<file path="src/rtl/bip8_pkg.sv">
package bip8_pkg;

    localparam int BIP_W  = 8;
    localparam int NBIT_W = $clog2(BIP_W + 1);

    typedef enum logic [1:0] {
        REG_CTRL  = 2'd0,
        REG_STAT  = 2'd1,
        REG_PSNAP = 2'd2,
        REG_BSNAP = 2'd3
    } reg_addr_e;

    // bit 2: interrupt enable, bit 1: OOF gating enable, bit 0: clear on copy
    typedef struct packed {
        logic irq_en;
        logic oof_gate;
        logic clr_on_copy;
    } ctrl_t;

    localparam int CTRL_W = $bits(ctrl_t);

    typedef struct packed {
        logic oof;
        logic lof;
        logic los;
        logic ais;
        logic oci;
        logic lck;
    } defect_t;

    typedef struct packed {
        logic              hit;
        logic [NBIT_W-1:0] nbits;
    } cmp_res_t;

    function automatic logic [NBIT_W-1:0] count_ones(input logic [BIP_W-1:0] v);
        logic [NBIT_W-1:0] n;
        n = '0;
        for (int i = 0; i < BIP_W; i++) begin
            n = n + NBIT_W'(v[i]);
        end
        return n;
    endfunction

    function automatic logic pause_active(input defect_t d, input logic oof_gate);
        return d.lof | d.los | d.ais | d.oci | d.lck | (d.oof & oof_gate);
    endfunction

endpackage

</file>
<file path="src/rtl/bip8_compare.sv">
module bip8_compare
    import bip8_pkg::*;
(
    input  logic             valid,
    input  logic             hold,
    input  logic [BIP_W-1:0] calc,
    input  logic [BIP_W-1:0] rcvd,
    output cmp_res_t         res
);

    logic [NBIT_W-1:0] ones;

    always_comb begin
        ones = count_ones(calc ^ rcvd);
        if (!valid || hold) begin
            ones = '0;
        end
        res.nbits = ones;
        res.hit   = (ones != '0);
    end

endmodule

</file>
<file path="src/rtl/bip8_sat_accum.sv">
module bip8_sat_accum #(
    parameter int W     = 24,
    parameter int INC_W = 4
) (
    input  logic             clk,
    input  logic             rst,
    input  logic [INC_W-1:0] inc,
    input  logic             copy,
    input  logic             clr_on_copy,
    output logic [W-1:0]     snap
);

    localparam int           SUM_W   = W + 1;
    localparam logic [W-1:0] ACC_MAX = {W{1'b1}};

    logic [W-1:0]     acc;
    logic [W-1:0]     base;
    logic [SUM_W-1:0] sum;
    logic [W-1:0]     acc_nxt;

    always_comb begin
        base    = (copy && clr_on_copy) ? '0 : acc;
        sum     = {1'b0, base} + SUM_W'(inc);
        acc_nxt = sum[W] ? ACC_MAX : sum[W-1:0];
    end

    always_ff @(posedge clk) begin
        if (rst) begin
            acc  <= '0;
            snap <= '0;
        end else begin
            acc <= acc_nxt;
            if (copy) begin
                snap <= acc;
            end
        end
    end

    assert_no_wrap_R3: assert property (@(posedge clk) disable iff (rst)
        !(copy && clr_on_copy) |=> acc >= $past(acc));

    assert_idle_hold_R7: assert property (@(posedge clk) disable iff (rst)
        (inc == '0 && !copy) |=> $stable(acc));

    assert_snap_copy_R4: assert property (@(posedge clk) disable iff (rst)
        copy |=> snap == $past(acc));

    assert_restart_keeps_frame_R6: assert property (@(posedge clk) disable iff (rst)
        (copy && clr_on_copy) |=> acc == W'($past(inc)));

endmodule

</file>
<file path="src/rtl/bip8_host_regs.sv">
module bip8_host_regs
    import bip8_pkg::*;
#(
    parameter int HOST_W = 32,
    parameter int PAR_W  = 24,
    parameter int BLK_W  = 20
) (
    input  logic              clk,
    input  logic              rst,
    input  logic              wr_en,
    input  logic [1:0]        wr_addr,
    input  logic [HOST_W-1:0] wr_data,
    input  logic [1:0]        rd_addr,
    output logic [HOST_W-1:0] rd_data,
    input  logic              err_hit,
    input  logic [PAR_W-1:0]  par_snap,
    input  logic [BLK_W-1:0]  blk_snap,
    output ctrl_t             ctrl,
    output logic              irq
);

    logic sticky;
    logic w1c_req;
    logic ctrl_wr;
    logic unused_wr_bits;

    assign unused_wr_bits = ^wr_data[HOST_W-1:CTRL_W];
    assign ctrl_wr = wr_en && (reg_addr_e'(wr_addr) == REG_CTRL);
    assign w1c_req = wr_en && (reg_addr_e'(wr_addr) == REG_STAT) && wr_data[0];

    always_ff @(posedge clk) begin
        if (rst) begin
            ctrl   <= '0;
            sticky <= 1'b0;
        end else begin
            if (ctrl_wr) begin
                ctrl <= ctrl_t'(wr_data[CTRL_W-1:0]);
            end
            sticky <= (sticky && !w1c_req) || err_hit;
        end
    end

    assign irq = sticky && ctrl.irq_en;

    always_comb begin
        case (reg_addr_e'(rd_addr))
            REG_CTRL:  rd_data = HOST_W'(ctrl);
            REG_STAT:  rd_data = HOST_W'(sticky);
            REG_PSNAP: rd_data = HOST_W'(par_snap);
            default:   rd_data = HOST_W'(blk_snap);
        endcase
    end

    assert_sticky_set_R9: assert property (@(posedge clk) disable iff (rst)
        err_hit |=> sticky);

    assert_sticky_only_by_host_R9: assert property (@(posedge clk) disable iff (rst)
        (sticky && !w1c_req) |=> sticky);

endmodule

</file>
<file path="src/rtl/bip8_err_accum.sv">
module bip8_err_accum
    import bip8_pkg::*;
#(
    parameter int HOST_W = 32,
    parameter int PAR_W  = 24,
    parameter int BLK_W  = 20
) (
    input  logic              clk,
    input  logic              rst,
    input  logic              frm_valid,
    input  logic [7:0]        bip_calc,
    input  logic [7:0]        bip_rcvd,
    input  logic              dfx_oof,
    input  logic              dfx_lof,
    input  logic              dfx_los,
    input  logic              dfx_ais,
    input  logic              dfx_oci,
    input  logic              dfx_lck,
    input  logic              sec_tick,
    input  logic              wr_en,
    input  logic [1:0]        wr_addr,
    input  logic [HOST_W-1:0] wr_data,
    input  logic [1:0]        rd_addr,
    output logic [HOST_W-1:0] rd_data,
    output logic              irq
);

    defect_t          dfx;
    ctrl_t            ctrl;
    logic             paused;
    cmp_res_t         cmp;
    logic [PAR_W-1:0] par_snap;
    logic [BLK_W-1:0] blk_snap;

    assign dfx    = '{oof: dfx_oof, lof: dfx_lof, los: dfx_los,
                      ais: dfx_ais, oci: dfx_oci, lck: dfx_lck};
    assign paused = pause_active(dfx, ctrl.oof_gate);

    bip8_compare u_cmp (
        .valid (frm_valid),
        .hold  (paused),
        .calc  (bip_calc),
        .rcvd  (bip_rcvd),
        .res   (cmp)
    );

    bip8_sat_accum #(.W(PAR_W), .INC_W(NBIT_W)) u_par_acc (
        .clk         (clk),
        .rst         (rst),
        .inc         (cmp.nbits),
        .copy        (sec_tick),
        .clr_on_copy (ctrl.clr_on_copy),
        .snap        (par_snap)
    );

    bip8_sat_accum #(.W(BLK_W), .INC_W(1)) u_blk_acc (
        .clk         (clk),
        .rst         (rst),
        .inc         (cmp.hit),
        .copy        (sec_tick),
        .clr_on_copy (ctrl.clr_on_copy),
        .snap        (blk_snap)
    );

    bip8_host_regs #(.HOST_W(HOST_W), .PAR_W(PAR_W), .BLK_W(BLK_W)) u_regs (
        .clk      (clk),
        .rst      (rst),
        .wr_en    (wr_en),
        .wr_addr  (wr_addr),
        .wr_data  (wr_data),
        .rd_addr  (rd_addr),
        .rd_data  (rd_data),
        .err_hit  (cmp.hit),
        .par_snap (par_snap),
        .blk_snap (blk_snap),
        .ctrl     (ctrl),
        .irq      (irq)
    );

    assert_defect_blocks_R7: assert property (@(posedge clk) disable iff (rst)
        (dfx_lof || dfx_los || dfx_ais || dfx_oci || dfx_lck) |-> (cmp.nbits == '0 && !cmp.hit));

    assert_oof_gated_R8: assert property (@(posedge clk) disable iff (rst)
        (dfx_oof && ctrl.oof_gate) |-> !cmp.hit);

endmodule

</file>
<file path="config.mk">
export PLATFORM = sky130hd
export DESIGN_NAME = bip8_err_accum
export DESIGN_NICKNAME = d
export VERILOG_FILES = /design/src/rtl/bip8_pkg.sv /design/src/rtl/bip8_compare.sv /design/src/rtl/bip8_sat_accum.sv /design/src/rtl/bip8_host_regs.sv /design/src/rtl/bip8_err_accum.sv
export SDC_FILE = /design/constraint.sdc
export NUM_CORES = 1
export LEC_CHECK = 0
export BUFFER_PORTS_ARGS = -buffer_cell sky130_fd_sc_hd__buf_2
export CORE_MARGIN = 4
export CORE_UTILIZATION = 55
export CTS_CLUSTER_DIAMETER = 60
export DETAILED_ROUTE_END_ITERATION = 8
export GPL_TIMING_DRIVEN = 0
export PLACE_DENSITY = 0.91
export SLEW_MARGIN = 20
export SYNTH_ARGS = -nofsm -noshare
export SYNTH_HDL_FRONTEND = slang
export SYNTH_SLANG_ARGS = --single-unit
</file>
<file path="constraint.sdc">
create_clock -name clk -period 6.7 [get_ports clk]
set_clock_uncertainty 0.2 [all_clocks]
set_input_delay 0.335 -clock clk [delete_from_list [all_inputs] [get_ports clk]]
set_output_delay 0.335 -clock clk [all_outputs]
set_load 0.05 [all_outputs]
</file>
# After elaboration in Yosys (flattened, before gate mapping)
# Cells that the tools add are included.
[totals] latch_bits=0 regBits=92 n_memories=0 elab_cells=46 ramBits=0 input_bits=63 mem_bits_ro=0
[op_classes] bitwise_logic=7 div=0 n_addsub=9 mul=0 n_reduce_logical=13 shift=0 n_eq_ne=3 n_mux=6 magnitude_cmp=0
[ops] op="$pmux 24 s3" n=1
[ops] op="$mux 24" n=2
[ops] op="$mux 20" n=2
[ops] op="$add 24x4->25" n=1
[ops] op="$add 4x1->4" n=6
[ops] op="$add 20x1->21" n=1
[ops] op="$xor 8x8->8" n=1
[ops] op="$logic_and 1x1->1" n=6
[ops] op="$or 1x1->1" n=5
[ops] op="$eq 2x1->1 const B" n=2
[ops] op="$logic_not 2->1" n=2
[ops] op="$mux 4" n=1
[ops] op="$reduce_bool 4->1" n=1
[ops] op="$add 1x1->2" n=1
[ops] op="$eq 2x2->1 const B" n=1
[ops] op="$logic_not 1->1" n=2
[ops] op="$logic_or 1x1->1" n=2
[ops] op="$and 1x1->1" n=1

# Depth between registers and ports, before layout
[depth] depth_word=12 ltp_mapped=18 mapped_depth_nobuf=18

# Cells and area by module
# From an unflattened synthesis, not the netlist that was laid out.
[hier_totals] cells_unflattened=529 area_unflattened_um2=4904.7
[modules_own_cells] module="bip8_sat_accum (u_par_acc)" cells_each=227 n_inst=1 area_per_inst_um2=2148.3
[modules_own_cells] module="bip8_sat_accum (u_blk_acc)" cells_each=191 n_inst=1 area_per_inst_um2=1778.0
[modules_own_cells] module="bip8_host_regs" cells_each=78 n_inst=1 area_per_inst_um2=685.7
[modules_own_cells] module="bip8_compare" cells_each=30 n_inst=1 area_per_inst_um2=271.5
[modules_own_cells] module="bip8_err_accum" cells_each=3 n_inst=1 area_per_inst_um2=21.3

# Worst setup path after synthesis
# Ideal clock, no wire load.
[synth_path] path_type="input port to flip-flop" from="input port bip_rcvd[0]" to="register u_par_acc.acc[18]" path_stages=16 t_arrival_ps=4544 setup_time_ps=91 path_slack_ps=1865 path_cell_list="xor2_1 > ha_1 > inv_1 > fa_1 > fa_1 > fa_1 > inv_1 > fa_1 > inv_1 > nor2_1 > fa_1 > a21o_1 > a21oi_1 > nor3_2 > and4_1 > a311oi_1"
[synth_between] elab_chain_cells=11
[synth_rtl] item="start: declaration" line_no="bip8_err_accum.sv:12" text="input logic [7:0] bip_rcvd,"
[synth_rtl] item="$xor 8x8->8" line_no="bip8_compare.sv:14" text="ones = count_ones(calc ^ rcvd);"
[synth_rtl] item="$add 1x1->2" line_no="bip8_pkg.sv:40" text="n = n + NBIT_W'(v[i]);"
[synth_rtl] item="$add 4x1->4 (6 in series)" line_no="bip8_pkg.sv:40"
[synth_rtl] item="$mux 4" line_no="bip8_compare.sv:15" text="if (!valid || hold) begin"
[synth_rtl] item="$add 24x4->25" line_no="bip8_sat_accum.sv:23" text="sum = {1'b0, base} + SUM_W'(inc);"
[synth_rtl] item="$mux 24" line_no="bip8_sat_accum.sv:24" text="acc_nxt = sum[W] ? ACC_MAX : sum[W-1:0];"
[synth_rtl] item="end signal: assignment" line_no="bip8_sat_accum.sv:32" text="acc <= acc_nxt;"
[synth_rtl] item="end: declaration" line_no="bip8_sat_accum.sv:16" text="logic [W-1:0] acc;"
# Every way passes these cells.
# A chain may end at the register's enable or synchronous reset.

# Final worst setup path
# Ends and elaborated chain as after synthesis.

==> summary.txt <==
Status
  – Status: finished clean

Route
  – Final wirelength: 11,800 um
  – Vias per Instance: approximately 5.8
  – DR WL met3: 748 um
  – Top Layer Used: met4
  – DRC Markers: 0
  – Met2 wire len: 6000 um
  – Vias post-DR: ~4.1k
  – Initial DRC count: between 200 and 300
  – Average wire per standard cell: 16.7 um
  – First-pass DRT Iterations: 5
  – Post-route ant nets: 0
  – Met1 Wirelength: between 4000 and 5000 um

Worst setup path
  – Cells along the critical path: buf_2 > xor2_1 > ha_1 > inv_1 > fa_1 > fa_1 > fa_1 > inv_1 > fa_1 > inv_1 > nor2_1 > fa_1 > a21o_1 > a21oi_1 > nor3_2 > and4_1 > a311oi_1
  – Crit path capture type: flip-flop
  – WS Path Type: in -> reg
  – Worst-path maximum fanout: 9
  – R2R cell count: 11
  – Most used cell, CP: fa_1
  – CP required: ~6800 ps
  – Worst Path Arrival: 5110 ps
  – Setup crit start kind: primary input
  – Critical Path Max Stage Delay: 630 ps
  – R2R Setup Slk: 2640 ps
  – CP max stage cell: a21oi_1

Logic synthesis
  – Asr flop ratio synth: 0%
  – Library cells used by synthesis: 55
  – Mapped Area: 4690 um2
  – Gate Count Post-Synth: 520
  – Sequential cell area fraction in the yosys report: about two fifths
  – Synth area leader: dfxtp_1
  – Syn Area/Cell: 9.02 um2
  – Ys Warns: 0
  – Share of the synthesized area in the top cell type: 39.3%
  – Dominant synthesized flop cell: dfxtp_1
  – Yosys reg bits: 92
  – Most frequent cell after synthesis: dfxtp_1
  – Post-synth EDFFs: 0
  – Main area contributors after synthesis: dfxtp_1, mux2i_1, nor2_1
  – Post-synth top cells: dfxtp_1, mux2i_1, nor2_1

Final layout
  – Share of cells above drive strength 1: 15.4%
  – Post-Layout Inst Area: 5290 um2
  – Fin nets: ~670
  – Synthesis-to-layout area growth: 12.7%
  – Fill cell count: 644
  – Util after Layout: ~64%
  – Ant diodes: 0

STA
  – Max Freq: 198 MHz
  – Final setup fails: 0
  – Hold_ws: 17.4 ps
  – Setup TNS: 0 ps
  – Fin worst setup slack: 1660 ps
  – Slew HR: between 40% and 50%
  – Final hold vios: 0
  – Final Max Slew Viols: 0
  – Worst-Margin Slew: 795 ps
  – Period utilisation layout: 75.2%
  – Unrepaired setup endpoints after global routing: no
  – Minimum clock period: around 5000 ps

GRT
  – Pin count of the biggest net entering global routing: 14
  – Vias in the first global route: 4,011
  – GR Util All Layers: approximately a quarter
  – Total gr overflow: 0
  – Initial antenna violation count: 0
  – First-pass GRT wire length: 18,900 um

Clock network
  – Clock-pin slew on the worst setup and hold paths: 80 ps
  – # hold bufs at CTS: 0
  – CTS root buffer: clkbuf_8
  – # clock sinks: 92
  – CTS Buf Count: 9
  – CTS tree: done
  – Post-CTS setup buffer count: 0
  – Htree depth: 3
  – CTS resizes: 0
  – Clock Latency Late Sink: 360 ps
  – Clk buf depth: 2

Job
  – Max-cap violation count: 0

Pwr
  – PwrDens: roughly 190 nW/um2
  – Leakage Power: 2.20 nW
  – Maximum vdd drop: 90.2 uV

Floorplanning
  – Initial Util: ~57%
  – Die width: 100 um
  – Core area: between 8000 and 9000 um2
  – Die area: 10,100 um2
  – I/O Pins: 96
  – Die Ht: roughly 100 um
  – # rows: 33

Hold path
  – WHS Path Cells: 3
  – Worst min path class: in -> reg

Placed design
  – GPL Wtd Cong: 0.903
  – Post-detail-place hpwl: 8670 um
  – Pre-CTS setup slack: 1340 ps
  – IO Port Bufs: 56
  – Post-DP Area: a little over 5000 um2
## path summary, 6_finish.rpt
kind / startpoint / end
worst max register to register: u_regs.ctrl[0] / u_par_acc.acc[18]
worst min register to register: u_regs.ctrl[2] / u_regs.ctrl[2]
worst max-delay path: bip_rcvd[0] / u_par_acc.acc[18]
worst min-delay path: wr_data[2] / u_regs.ctrl[2]
## cell families after synthesis
logic type	synth area share (%)
compound gates	9.95
flops	39.3
other cells	0.0799
xor+xnor	6.35
mux	14.0
simple gates	21.0
buf+inv	4.83
fa+ha+maj	4.53
## worst max-delay path, delay by kind of cell
family	cells	cell delay, ps
fa+ha+maj	6	2680
compound gates	3	1060
simple gates	3	580
buf+inv	4	310
xor+xnor	1	150
## power breakdown
part | total (mW) | switching [mW] | internal, mW | leakage, nW
sequential | 0.549 | 0.00115 | 0.548 | 0.741
clock | 0.321 | 0.182 | 0.139 | 0.0848
combinational | 0.131 | 0.0774 | 0.0536 | 1.38
total | 1.00 | 0.261 | 0.740 | 2.20
## cell type report
type,count,area (um2),area share (%)
sequential,92,1840,34.8
tap,105,131,2.49
buffer,37,181,3.43
timing repair buffer,56,280,5.30
clock buffer,11,141,2.67
inverter,12,45.0,0.852
clock inverter,3,15.0,0.284
multi-input combinational,386,2650,50.1
## routing by layer
layer	vias to the layer above	track usage, %
li1	1952	-
met5	-	0
met1	1918	27.5
met3	42	3.06
met4	0	11.9
met2	187	42.3
## state kept, by name, indices dropped and copies added (netlist names)
register        cells
u_blk_acc.snap     20
u_par_acc.snap     24
u_regs.sticky       1
u_blk_acc.acc      20
u_par_acc.acc      24
u_regs.ctrl         3
## cells in the final DEF (no fill, tap or decap), types with 3 or more instances in the layout
cell | synthesis | final
a211oi_1 | 7 | 7
a21oi_1 | 37 | 37
a311oi_1 | 3 | 3
a31oi_1 | 3 | 3
and2_1 | 13 | 13
and3_1 | 9 | 9
and4_1 | 5 | 5
buf_1 | 8 | 8
buf_2 | 4 | 60
buf_4 | 8 | 8
clkbuf_1 | 16 | 17
clkbuf_8 | 0 | 10
clkinv_2 | 0 | 3
conb_1 | 1 | 8
dfxtp_1 | 92 | 92
fa_1 | 5 | 5
ha_1 | 9 | 9
inv_1 | 12 | 12
mux2i_1 | 61 | 61
nand2_1 | 31 | 31
nand3_1 | 13 | 13
nand4_1 | 6 | 6
nand4b_1 | 4 | 4
nor2_1 | 58 | 58
nor2b_1 | 21 | 21
nor3_1 | 11 | 11
nor4_1 | 7 | 7
o21ai_0 | 6 | 6
or3_1 | 3 | 3
xnor2_1 | 18 | 18
xor2_1 | 16 | 16
## stage by stage
step	std cells	power, mW
after floorplan	527	0.659
after global placement	688	0.683
after detailed placement	688	0.692
after CTS	702	1.00
after global routing	702	1.03
final	702	1.00
Note: power is estimated with default switching activity, not from simulation.
